**src/rtl/mwr_pkg.sv**
```systemverilog
package mwr_pkg;

  localparam int unsigned WORD_W = 32;
  localparam int unsigned ADDR_W = 64;
  localparam int unsigned FLAG_W = 4;

  typedef logic [WORD_W-1:0] word_t;
  typedef logic [ADDR_W-1:0] addr_t;

  // Read-only flag nibble of the low word.
  function automatic word_t flag_bits(input bit io_space, input bit is64, input bit pref);
    word_t f;
    f = '0;
    f[0] = io_space;
    f[2:1] = is64 ? 2'b10 : 2'b00;
    f[3] = pref;
    return f;
  endfunction

  // Bits at or above the window size are set.
  function automatic word_t size_mask(input int unsigned size_log2);
    return ~((word_t'(1) << size_log2) - word_t'(1));
  endfunction

  // Bits strictly between the flags and the window size are set.
  function automatic word_t hard_zero_mask(input int unsigned size_log2);
    return ~size_mask(size_log2) & ~word_t'((1 << FLAG_W) - 1);
  endfunction

endpackage

```
**src/rtl/mwr_lo_reg.sv**
```systemverilog
module mwr_lo_reg
  import mwr_pkg::*;
#(
  parameter int unsigned SIZE_LOG2 = 12,
  parameter word_t       FLAGS     = '0
) (
  input  logic                  clk,
  input  logic                  rst_n,
  input  logic                  wr_en,
  input  logic [WORD_W-1:SIZE_LOG2] wr_field,
  output word_t                 rdata,
  output word_t                 base_lo
);
  localparam int unsigned FIELD_W = WORD_W - SIZE_LOG2;

  logic [FIELD_W-1:0] field_q;

  always_ff @(posedge clk) begin
    if (!rst_n)     field_q <= '0;
    else if (wr_en) field_q <= wr_field;
  end

  assign base_lo = {field_q, {SIZE_LOG2{1'b0}}};
  assign rdata   = base_lo | FLAGS;

  p_base_written_r4: assert property (@(posedge clk) disable iff (!rst_n)
    wr_en |=> (rdata[WORD_W-1:SIZE_LOG2] == $past(wr_field)));

  p_base_kept_r4: assert property (@(posedge clk) disable iff (!rst_n)
    !wr_en |=> $stable(base_lo));

endmodule

```
**src/rtl/mwr_hi_reg.sv**
```systemverilog
module mwr_hi_reg
  import mwr_pkg::*;
(
  input  logic  clk,
  input  logic  rst_n,
  input  logic  wr_en,
  input  word_t wdata,
  output word_t base_hi
);
  word_t hi_q;

  always_ff @(posedge clk) begin
    if (!rst_n)     hi_q <= '0;
    else if (wr_en) hi_q <= wdata;
  end

  assign base_hi = hi_q;

  p_hi_written_r5: assert property (@(posedge clk) disable iff (!rst_n)
    wr_en |=> (base_hi == $past(wdata)));

endmodule

```
**src/rtl/mwr_decode.sv**
```systemverilog
module mwr_decode
  import mwr_pkg::*;
#(
  parameter int unsigned SIZE_LOG2 = 12
) (
  input  logic                 clk,
  input  logic                 rst_n,
  input  addr_t                base,
  input  logic                 mem_en,
  input  logic                 req_valid,
  input  addr_t                req_addr,
  output logic                 hit,
  output logic [SIZE_LOG2-1:0] hit_offset
);
  logic page_eq;
  logic req_live;

  assign page_eq    = (req_addr[ADDR_W-1:SIZE_LOG2] == base[ADDR_W-1:SIZE_LOG2]);
  assign req_live   = req_valid & mem_en;
  assign hit        = req_live & page_eq;
  assign hit_offset = req_addr[SIZE_LOG2-1:0];

  p_no_hit_idle_r7: assert property (@(posedge clk) disable iff (!rst_n)
    (!mem_en || !req_valid) |-> !hit);

  p_hit_in_page_r6: assert property (@(posedge clk) disable iff (!rst_n)
    hit |-> ((req_addr - base) < (addr_t'(1) << SIZE_LOG2)));

endmodule

```
**src/rtl/mem_window_reg.sv**
```systemverilog
module mem_window_reg
  import mwr_pkg::*;
#(
  parameter int unsigned SIZE_LOG2 = 12,
  parameter bit          IS_64     = 1'b1,
  parameter bit          PREFETCH  = 1'b0,
  parameter bit          IO_SPACE  = 1'b0
) (
  input  logic                 clk,
  input  logic                 rst_n,
  input  logic                 cfg_wr,
  input  logic                 cfg_idx,
  input  logic [31:0]          cfg_wdata,
  output logic [31:0]          cfg_rdata,
  input  logic                 mem_en,
  input  logic                 req_valid,
  input  logic [63:0]          req_addr,
  output logic                 hit,
  output logic [SIZE_LOG2-1:0] hit_offset
);
  localparam word_t FLAGS    = flag_bits(IO_SPACE, IS_64, PREFETCH);
  localparam word_t ZERO_MSK = hard_zero_mask(SIZE_LOG2);

  word_t lo_rdata;
  word_t base_lo;
  word_t base_hi;
  addr_t base;
  logic  lo_wr;
  logic  hi_wr;

  assign lo_wr = cfg_wr & ~cfg_idx;
  assign hi_wr = cfg_wr &  cfg_idx;

  mwr_lo_reg #(.SIZE_LOG2(SIZE_LOG2), .FLAGS(FLAGS)) u_lo (
    .clk      (clk),
    .rst_n    (rst_n),
    .wr_en    (lo_wr),
    .wr_field (cfg_wdata[WORD_W-1:SIZE_LOG2]),
    .rdata    (lo_rdata),
    .base_lo  (base_lo)
  );

  generate
    if (IS_64) begin : g_hi
      mwr_hi_reg u_hi (
        .clk     (clk),
        .rst_n   (rst_n),
        .wr_en   (hi_wr),
        .wdata   (cfg_wdata),
        .base_hi (base_hi)
      );
    end else begin : g_nohi
      assign base_hi = '0;
    end
  endgenerate

  assign base      = {base_hi, base_lo};
  assign cfg_rdata = cfg_idx ? base_hi : lo_rdata;

  mwr_decode #(.SIZE_LOG2(SIZE_LOG2)) u_dec (
    .clk        (clk),
    .rst_n      (rst_n),
    .base       (base),
    .mem_en     (mem_en),
    .req_valid  (req_valid),
    .req_addr   (req_addr),
    .hit        (hit),
    .hit_offset (hit_offset)
  );

  p_size_zero_r3: assert property (@(posedge clk) disable iff (!rst_n)
    !cfg_idx |-> ((cfg_rdata & ZERO_MSK) == '0));

  p_flags_fixed_r2: assert property (@(posedge clk) disable iff (!rst_n)
    (!cfg_idx && $past(!cfg_idx)) |-> (cfg_rdata[3:0] == $past(cfg_rdata[3:0])));

  p_hit_steady_r9: assert property (@(posedge clk) disable iff (!rst_n)
    ($past(!cfg_wr) && $stable(req_addr) && $stable(req_valid) && $stable(mem_en))
      |-> $stable(hit));

endmodule

```
**config.mk**
```make
export PLATFORM = sky130hd
export DESIGN_NAME = mem_window_reg
export DESIGN_NICKNAME = d
export VERILOG_FILES = /design/src/rtl/mwr_pkg.sv /design/src/rtl/mwr_lo_reg.sv /design/src/rtl/mwr_hi_reg.sv /design/src/rtl/mwr_decode.sv /design/src/rtl/mem_window_reg.sv
export SDC_FILE = /design/constraint.sdc
export NUM_CORES = 1
export LEC_CHECK = 0
export BUFFER_PORTS_ARGS = -buffer_cell sky130_fd_sc_hd__buf_2
export CELL_PAD_IN_SITES_DETAIL_PLACEMENT = 0
export CELL_PAD_IN_SITES_GLOBAL_PLACEMENT = 1
export CORE_MARGIN = 2
export CORE_UTILIZATION = 30
export CTS_BUF_LIST = sky130_fd_sc_hd__clkbuf_16
export DETAILED_ROUTE_END_ITERATION = 6
export PLACE_DENSITY = 0.74
export SKIP_CTS_REPAIR_TIMING = 1
export SYNTH_ARGS = -nofsm -noshare
export SYNTH_HDL_FRONTEND = slang
export SYNTH_HIERARCHICAL = 1
export SYNTH_SLANG_ARGS = --single-unit
```
**constraint.sdc**
```tcl
create_clock -name clk -period 1.25 [get_ports clk]
set_input_delay 0.25 -clock clk [delete_from_list [all_inputs] [get_ports clk]]
set_output_delay 0.25 -clock clk [all_outputs]
set_load 0.005 [all_outputs]
```
==> results.ini, run 1 <==
[route]
viasPerCell=4.32
routed_wl_um=9190
drt_iter0_drc=66
ant_nets=0
drc=0
dr.pass1.iters=4
routedWlPerCell_um=14.8
vias=2676

[placement]
gp_congestion=0.843
dpl.hpwl_um=6920
dpl_cell_area_um2=4320
pre_cts_ws_ps=-675
portBuffers=122

[floorplan]
dieHeight_um=112
rows=39
start_util_pct=30.6
core_area_um2=11400
dieArea_um2=12500
die-width_um=112
boundaryPins=147

[worst_setup_path]
crit_type=flip-flop to output pin
rr_startpoint=u_lo/field_q[3]$_SDFFE_PN0P_
cp-end-kind=output pin
critPathBufInv=2
cpPeakStageDelay_ps=340
critical_path.cell_chain=xnor2_2, nand4_1, nor4_2, buf_4, nand2_4, nor4_4, buf_2
crit_arrival_ps=1830
critPathLaunchType=flip-flop
crit_slowest_cell=dfxtp_2
worstReg2RegEnd=u_lo/field_q[3]$_SDFFE_PN0P_
crit_family=simple AND/OR/NAND/NOR gates
required_ps=1000
rrSetupSlack_ps=370
reg2reg_depth=4
critPathMaxFanout=2

[global_route]
grt_pass1_wl_um=14000
grt.overflow.total=0
grt_max_degree=53
grt_pass1_vias=2774
antenna_found_initial=0
track_usage_pct=14.2

[clock_tree]
clk_path_buf_depth=2
numClockSinks=52
numCtsBuffers=5
htreeDepth=2
path_clk_slew_ps=70
clockRootBuffer=clkbuf_16
clk_latency_ps=290
cts_tree=yes

[pwr]
seq_power_share_pct=39.8
pwr-share-clk_pct=34.7
ir_drop_mv=0.465
power.share.combinational_pct=25.5
power_switching_w=0.00116
p_leak_nw=2.31
netSwitchingFraction_pct=25.4
internal_power_w=0.00343
power.density_nw_per_um2=904

[synth]
synth_area_um2=3480
synthCells=332
yosys_warnings=6
avgSynthCellArea_um2=10.5

[final_layout]
layout-drive-gt1-share_pct=60.5
final_nets=577
final_util_pct=44.6
n_antenna_cell=0
fillers=1087
final_design_area_no_fill_um2=5080
area_growth_pct=45.8

[timing]
fmax_mhz=481
fin_skew_ps=0
finalHoldViolations=0
finalCritPeriodShare_pct=166
setup_ws_ps=-827
period_minus_slack_ps=2080
rsz0062_at_grt=yes
worst_pin_slew_ps=805
hold_ws_ps=221
setup_viol=33
relSlewSlack_pct=46.4
slew_violations=0

[worst_hold_path]
worstHoldStart=cfg_wdata[1]
hold_path.class=input port to flip-flop
hold_end=g_hi.u_hi/base_hi[1]$_SDFFE_PN0P_
whs_path_depth=3

[flow_run]
maxCapViolations=0

[run_status]
status=complete, but fails checks
violations=setup timing

-- worst max-delay path by stage --
| stage | startpoint | end | cells past startpoint |
|---|---|---|---|
| 2_1_floorplan | u_lo/field_q[16]$_SDFFE_PN0P_ | hit | 4 |
| 6_report | u_lo/field_q[18]$_SDFFE_PN0P_ | hit | 7 |
| 3_5_place_dp | req_addr[60] | hit | 8 |
| 5_1_grt | u_lo/field_q[18]$_SDFFE_PN0P_ | hit | 7 |
| 3_3_place_gp | req_addr[60] | hit | 8 |
| 4_1_cts | g_hi.u_hi/base_hi[28]$_SDFFE_PN0P_ | hit | 7 |
-- placed cells by master, fill, tap and decap left out, types with 2 or more instances in the layout --
cell type / count
buf_2: 90
buf_6: 73
mux2i_1: 52
nor2b_1: 52
dfxtp_2: 45
mux2_4: 32
xnor2_1: 22
buf_4: 15
conb_1: 12
xnor2_2: 11
inv_1: 10
xor2_1: 10
nand4_1: 9
dfxtp_1: 6
buf_12: 6
clkbuf_16: 5
o22ai_1: 3
a22oi_1: 2
nand3_1: 2
nor4_1: 2
nor4_4: 2
-- registers in the layout, summed over array words and instances, names as in the netlist --
name,count
g_hi.u_hi/base_hi,32
u_lo/field_q,20
-- metal layers --
layer / GRT usage [%] / up-vias / share of wire (%)
met3: 3.27 / 8 / 5.6
met5: 0 / - / 0
li1: - / 1347 / -
met1: 17.6 / 1248 / 43
met2: 25.1 / 73 / 51
met4: 2.96 / 0 / 0.76
-- power by group through the flow --
stage	registers (W)	clock network (W)	logic (W)
floorplan	0.00183	0	0.000644
global placement	0.00183	0	0.000986
detailed placement	0.00184	0	0.00100
CTS	0.00180	0.00165	0.00101
global route	0.00184	0.00171	0.00127
finish	0.00183	0.00159	0.00117
-- tightest hold or removal path, stage by stage --
cell,delay [ps]
buf_2,80
mux2i_1,60
nor2b_1,90
-- cell type report --
type	count	area (um2)	share of cell area, %
Sequential cell	52	1100	21.7
Inverter	10	37.5	0.739
Clock buffer	5	125	2.46
Tap cell	143	179	3.52
Timing Repair Buffer	185	1520	29.9
Clock inverter	3	42.5	0.838
Multi-Input combinational cell	221	2070	40.8
-- through the flow --
step	setup TNS, ps	instances	total power [W]
global placement	-4670	607	0.00282
CTS	-5400	615	0.00445
detailed placement	-5000	607	0.00284
floorplan	-60.2	342	0.00248
global route	-5270	619	0.00482
finish	-4170	619	0.00459
No activity file was read; power rests on OpenSTA's default activity.
==> run 2: changes to the inputs <==
- CORE_ASPECT_RATIO: default -> 1.2
- SLEW_MARGIN: default -> 0
==> run 2 against run 1 <==
The run still ends with setup timing left. Utilization grew 0.64 points. Critical path depth shrank 1. Largest cell class unchanged. Critical path type unchanged. Combinational power grew 4%. Sequential power is essentially flat. Global-route usage grew 0.21 points. Sequential share of layout area shrank 0.40 points. Power shrank 4.7%.
==> results.ini, run 2 (synthesis gave the netlist of run 1 again) <==
[pwr]
power.share.combinational_pct=27.9  ; was 25.5%
p_leak_nw=2.32  ; was 2.31 nW
ir_drop_mv=0.483  ; was 0.465 mV
power_switching_w=0.00114  ; was 0.00116 W
internal_power_w=0.00324  ; was 0.00343 W
pwr-share-clk_pct=30.4  ; was 34.7%
finalPower_w=0.00438  ; was 0.00459 W
power.density_nw_per_um2=843  ; was 904 nW/um2
seq_power_share_pct=41.7  ; was 39.8%
netSwitchingFraction_pct=26.0  ; was 25.4%

[placement]
portBuffers=122  ; unchanged
dpl.hpwl_um=7180  ; was 6920 um
gp_congestion=0.752  ; was 0.843
dpl_cell_area_um2=4420  ; was 4320 um2

[timing]
relSlewSlack_pct=46.9  ; was 46.4%
period_minus_slack_ps=2030  ; was 2080 ps
fmax_mhz=493  ; was 481 MHz
fin_skew_ps=0  ; unchanged
worst_pin_slew_ps=796  ; was 805 ps
setup_viol=33  ; unchanged
hold_ws_ps=218  ; was 221 ps
setup_ws_ps=-778  ; was -827 ps
rsz0062_at_grt=yes  ; unchanged
slew_violations=0  ; unchanged
finalCritPeriodShare_pct=162  ; was 166%
fin_tns_setup_ps=-4210  ; was -4170 ps
finalHoldViolations=0  ; unchanged

[clock_tree]
htreeDepth=2  ; unchanged
numCtsBuffers=5  ; unchanged
clockRootBuffer=clkbuf_16  ; unchanged
clk_latency_ps=290  ; about the same
path_clk_slew_ps=70  ; about the same
clk_path_buf_depth=2  ; unchanged
numClockSinks=52  ; unchanged
cts_tree=yes  ; unchanged

[final_layout]
layout-drive-gt1-share_pct=61.6  ; was 60.5%
final_nets=588  ; was 577
area_growth_pct=49.1  ; was 45.8%
n_antenna_cell=0  ; unchanged
fillers=1132  ; was 1087
final_cell_mix=89 x buf_2, 80 x buf_6, 52 x mux2i_1, 52 x nor2b_1, 48 x dfxtp_2  ; was 90 x buf_2, 73 x buf_6, 52 x mux2i_1, 52 x nor2b_1, 45 x dfxtp_2
largest_register_ffs=32  ; unchanged
layout_commonest_cell=buf_2  ; unchanged
final_util_pct=45.3  ; was 44.6%
final_design_area_no_fill_um2=5190  ; was 5080 um2

[global_route]
grt.overflow.total=0  ; unchanged
grt_max_degree=53  ; unchanged
antenna_found_initial=0  ; unchanged
track_usage_pct=14.4  ; was 14.2%
grt_pass1_vias=2730  ; was 2774
grt_pass1_wl_um=13600  ; was 14000 um

[route]
drc=0  ; unchanged
ant_nets=0  ; unchanged
met2_length_um=4810  ; was 4660 um
met1_length_um=3960  ; was 3950 um
highest_layer=met4  ; unchanged
routedWlPerCell_um=14.5  ; was 14.8 um
routed_wl_um=9340  ; was 9190 um
dr.pass1.iters=4  ; unchanged
viasPerCell=4.22  ; was 4.32
wl_met3_um=476  ; was 514 um
vias=2718  ; was 2676
drt_iter0_drc=53  ; was 66

[run_status]
violations=setup timing  ; unchanged
status=complete, but fails checks  ; unchanged

[worst_hold_path]
whs_path_depth=3  ; unchanged
hold_end=g_hi.u_hi/base_hi[9]$_SDFFE_PN0P_  ; was g_hi.u_hi/base_hi[1]$_SDFFE_PN0P_
hold_path.class=input port to flip-flop  ; unchanged
worstHoldStart=cfg_wdata[9]  ; was cfg_wdata[1]

[floorplan]
start_util_pct=30.4  ; was 30.6%
dieHeight_um=122  ; was 112 um
rows=43  ; was 39
boundaryPins=147  ; unchanged
dieArea_um2=12500  ; about the same
core_area_um2=11500  ; was 11400 um2
die-width_um=102  ; was 112 um

[worst_setup_path]
cp-end-kind=output pin  ; unchanged
worstReg2RegEnd=g_hi.u_hi/base_hi[7]$_SDFFE_PN0P_  ; was u_lo/field_q[3]$_SDFFE_PN0P_
rr_startpoint=g_hi.u_hi/base_hi[7]$_SDFFE_PN0P_  ; was u_lo/field_q[3]$_SDFFE_PN0P_
reg2reg_depth=4  ; unchanged
critPathLaunchType=flip-flop  ; unchanged
crit_arrival_ps=1780  ; was 1830 ps
cpPeakStageDelay_ps=340  ; about the same
crit_type=flip-flop to output pin  ; unchanged
cp_common_cell=nor4_4
critPathMaxFanout=2  ; unchanged
required_ps=1000  ; about the same
critical_path.cell_chain=xor2_2, nor4_4, buf_4, nand3_4, nor4_4, buf_2  ; was xnor2_2, nand4_1, nor4_2, buf_4, nand2_4, nor4_4, buf_2
rrSetupSlack_ps=400  ; was 370 ps
crit_slowest_cell=dfxtp_2  ; unchanged

[flow_run]
maxCapViolations=0  ; unchanged

[run 2: changes by cell type in the layout (fill, tap and decap cells not counted), moves of 3 or more]
cell	previous run	this run
buf_6	73	80
dfxtp_1	6	3
dfxtp_2	45	48
xnor2_1	22	26
buf_4	15	20
xnor2_2	11	7
[run 2: layout make-up]
type / instances / area, um2 / area share, %
timing repair buffer: 196 / 1640 / 31.5
clock buffer: 5 / 125 / 2.41
inverter: 10 / 37.5 / 0.723
tap: 157 / 196 / 3.78
sequential: 52 / 1100 / 21.3
clock inverter: 3 / 11.3 / 0.217
multi-input combinational: 221 / 2080 / 40.0
[run 2: power by group through the flow]
| stage | Sequential [W] | Clock [W] | Combinational, W |
|---|---|---|---|
| 4_1_cts | 0.00180 | 0.00140 | 0.00104 |
| 3_5_place_dp | 0.00183 | 0 | 0.00103 |
| 6_report | 0.00183 | 0.00133 | 0.00122 |
| 2_1_floorplan | 0.00183 | 0 | 0.000644 |
| 5_1_grt | 0.00184 | 0.00148 | 0.00132 |
| 3_3_place_gp | 0.00183 | 0 | 0.00102 |
[run 2: worst max-delay path by stage]
stage,slack [ps],start,endpoint,cells past startpoint
final,-780,u_lo/field_q[1]$_SDFFE_PN0P_,hit,6
after global routing,-900,u_lo/field_q[1]$_SDFFE_PN0P_,hit,6
after CTS,-1040,g_hi.u_hi/base_hi[26]$_SDFFE_PN0P_,hit,6
after detailed placement,-720,req_addr[58],hit,7
after global placement,-780,req_addr[58],hit,7
after floorplan,-60,u_lo/field_q[16]$_SDFFE_PN0P_,hit,4
[run 2: worst max-delay path, delay by kind of cell (launching register included)]
kind | cells | cell delay [ps]
AND/OR/NAND/NOR | 3 | 670
flip-flops | 1 | 340
buffers and inverters | 2 | 330
XOR/XNOR | 1 | 150
[run 2: per-layer routing]
metal	up-vias	GRT usage, %
li1	1369	-
met1	1266	17.6
met2	72	25.2
met3	11	3.44
met4	0	3.58
met5	-	0
[run 2: stage by stage]
step / instances / setup WS (ps)
final: 644 / -778
after global routing: 644 / -902
after CTS: 638 / -1040
after detailed placement: 630 / -722
after global placement: 630 / -776
after floorplan: 342 / -60.2
==> run 3: changes to the inputs <==
- RECOVER_POWER: default -> 100
- REMOVE_ABC_BUFFERS: default -> 1
==> run 3 against run 2 <==
The flow still finishes with violations (setup timing). Utilization fell by 1.7 points. Non-clock buffer count decreased by 8. Via count decreased by 0.15%. Clock power about the same. Sequential power hardly changed. Register-to-register slack improved by 20 ps. Global-route usage about the same. Die area unchanged. Worst setup slack got worse by 72 ps. Sequential cell count is the same. Highest routed layer unchanged.
==> results.ini, run 3 (synthesis gave the netlist of run 1 again) <==
[clock_tree]
numClockSinks=52  ; unchanged
htreeDepth=2  ; unchanged
cts_tree=yes  ; unchanged
path_clk_slew_ps=70  ; about the same
clk_latency_ps=290  ; about the same
numCtsBuffers=5  ; unchanged
clk_path_buf_depth=2  ; unchanged
clockRootBuffer=clkbuf_16  ; unchanged

[final_layout]
area_growth_pct=43.5  ; was 49.1%
fillers=1122  ; was 1132
layout-drive-gt1-share_pct=58.7  ; was 61.6%
ff_latch_area_um2=1100  ; about the same
final_design_area_no_fill_um2=4990  ; was 5190 um2
layout_commonest_cell=buf_2  ; unchanged
final_cell_mix=90 x buf_2, 76 x buf_6, 53 x nor2b_1  ; was 89 x buf_2, 80 x buf_6, 52 x mux2i_1, 52 x nor2b_1, 48 x dfxtp_2
final_nets=580  ; was 588
multi_input_area_um2=2020  ; was 2080 um2
n_antenna_cell=0  ; unchanged
final_util_pct=43.6  ; was 45.3%
largest_register_ffs=32  ; unchanged

[timing]
worst_pin_slew_ps=805  ; was 796 ps
fin_skew_ps=0  ; unchanged
relSlewSlack_pct=46.3  ; was 46.9%
finalHoldViolations=0  ; unchanged
finalCritPeriodShare_pct=168  ; was 162%
slew_violations=0  ; unchanged
period_minus_slack_ps=2100  ; was 2030 ps
setup_ws_ps=-850  ; was -778 ps
fmax_mhz=476  ; was 493 MHz
hold_ws_ps=212  ; was 218 ps
rsz0062_at_grt=yes  ; unchanged
setup_viol=33  ; unchanged

[worst_setup_path]
crit_type=flip-flop to output pin  ; unchanged
required_ps=1000  ; about the same
cp-end-kind=output pin  ; unchanged
crit_arrival_ps=1850  ; was 1780 ps
critPathLaunchType=flip-flop  ; unchanged
critPathMaxFanout=2  ; unchanged

[route]
vias=2714  ; was 2718
routedWlPerCell_um=14.7  ; was 14.5 um
routed_wl_um=9370  ; was 9340 um
viasPerCell=4.27  ; was 4.22
dr.pass1.iters=4  ; unchanged
ant_nets=0  ; unchanged
drt_iter0_drc=75  ; was 53
drc=0  ; unchanged

[floorplan]
start_util_pct=30.4  ; unchanged
boundaryPins=147  ; unchanged
die-width_um=102  ; unchanged
dieHeight_um=122  ; unchanged
rows=43  ; unchanged
core_area_um2=11500  ; unchanged
dieArea_um2=12500  ; unchanged

[pwr]
power.density_nw_per_um2=861  ; was 843 nW/um2
p_leak_nw=2.28  ; was 2.32 nW
finalPower_w=0.00430  ; was 0.00438 W
ir_drop_mv=0.483  ; about the same

[worst_hold_path]
hold_path.class=input port to flip-flop  ; unchanged

[global_route]
grt_pass1_vias=2774  ; was 2730
grt.overflow.total=0  ; unchanged
track_usage_pct=14.4  ; about the same
antenna_found_initial=0  ; unchanged
grt_pass1_wl_um=13800  ; was 13600 um
grt_max_degree=53  ; unchanged

[run_status]
status=complete, but fails checks  ; unchanged
violations=setup timing  ; unchanged

[placement]
gp_congestion=0.813  ; was 0.752
portBuffers=122  ; unchanged
dpl.hpwl_um=6940  ; was 7180 um
dpl_cell_area_um2=4360  ; was 4420 um2

[flow_run]
maxCapViolations=0  ; unchanged

==> run 3: path summary, 6_finish.rpt <==
kind / startpoint / endpoint / slack [ps] / cells after the start
hold reg to reg: u_lo/field_q[0]$_SDFFE_PN0P_ / u_lo/field_q[0]$_SDFFE_PN0P_ / 550 / 2
setup reg to reg: g_hi.u_hi/base_hi[2]$_SDFFE_PN0P_ / g_hi.u_hi/base_hi[2]$_SDFFE_PN0P_ / 420 / 4
setup / recovery: g_hi.u_hi/base_hi[19]$_SDFFE_PN0P_ / hit / -850 / 7
hold / removal: cfg_wdata[10] / g_hi.u_hi/base_hi[10]$_SDFFE_PN0P_ / 210 / 3
==> run 3: stage by stage <==
stage | cells | setup WS, ps | TNS, ps
after floorplan | 283 | -750 | -32470
after global placement | 626 | -585 | -6730
after detailed placement | 626 | -620 | -7810
after CTS | 634 | -934 | -5630
after global routing | 636 | -978 | -5790
final | 636 | -850 | -4380
==> run 3: layout make-up <==
class                      instances  share of cell area, %
tap                              157                   3.93
timing repair buffer             188                   30.0
sequential                        52                   22.1
inverter                          10                  0.752
clock buffer                       5                   2.51
multi-input combinational        221                   40.5
clock inverter                     3                  0.225
==> run 3: worst max-delay path, cell delays in order, from the launching register on <==
cell and delay [ps]:
dfxtp_2 340, xnor2_2 130, nand4_1 180, nor4_4 330, buf_4 160, nand2_4 50, nor4_4 210, buf_2 160
==> run 3: layer usage <==
metal  vias to the layer above  part of all wire, %  track usage, %
met3                         7                  5.7            3.90
met5                         -                    0               0
met2                        97                   51            25.1
met1                      1263                   42            17.4
li1                       1347                    -               -
met4                         0                 0.88            3.25
==> run 3: power breakdown <==
group / internal (W) / leakage [nW] / switching, W
clock network: 0.000724 / 0.0738 / 0.000623
registers: 0.00175 / 0.446 / 0.0000711
logic: 0.000704 / 1.76 / 0.000426
total: 0.00318 / 2.28 / 0.00112
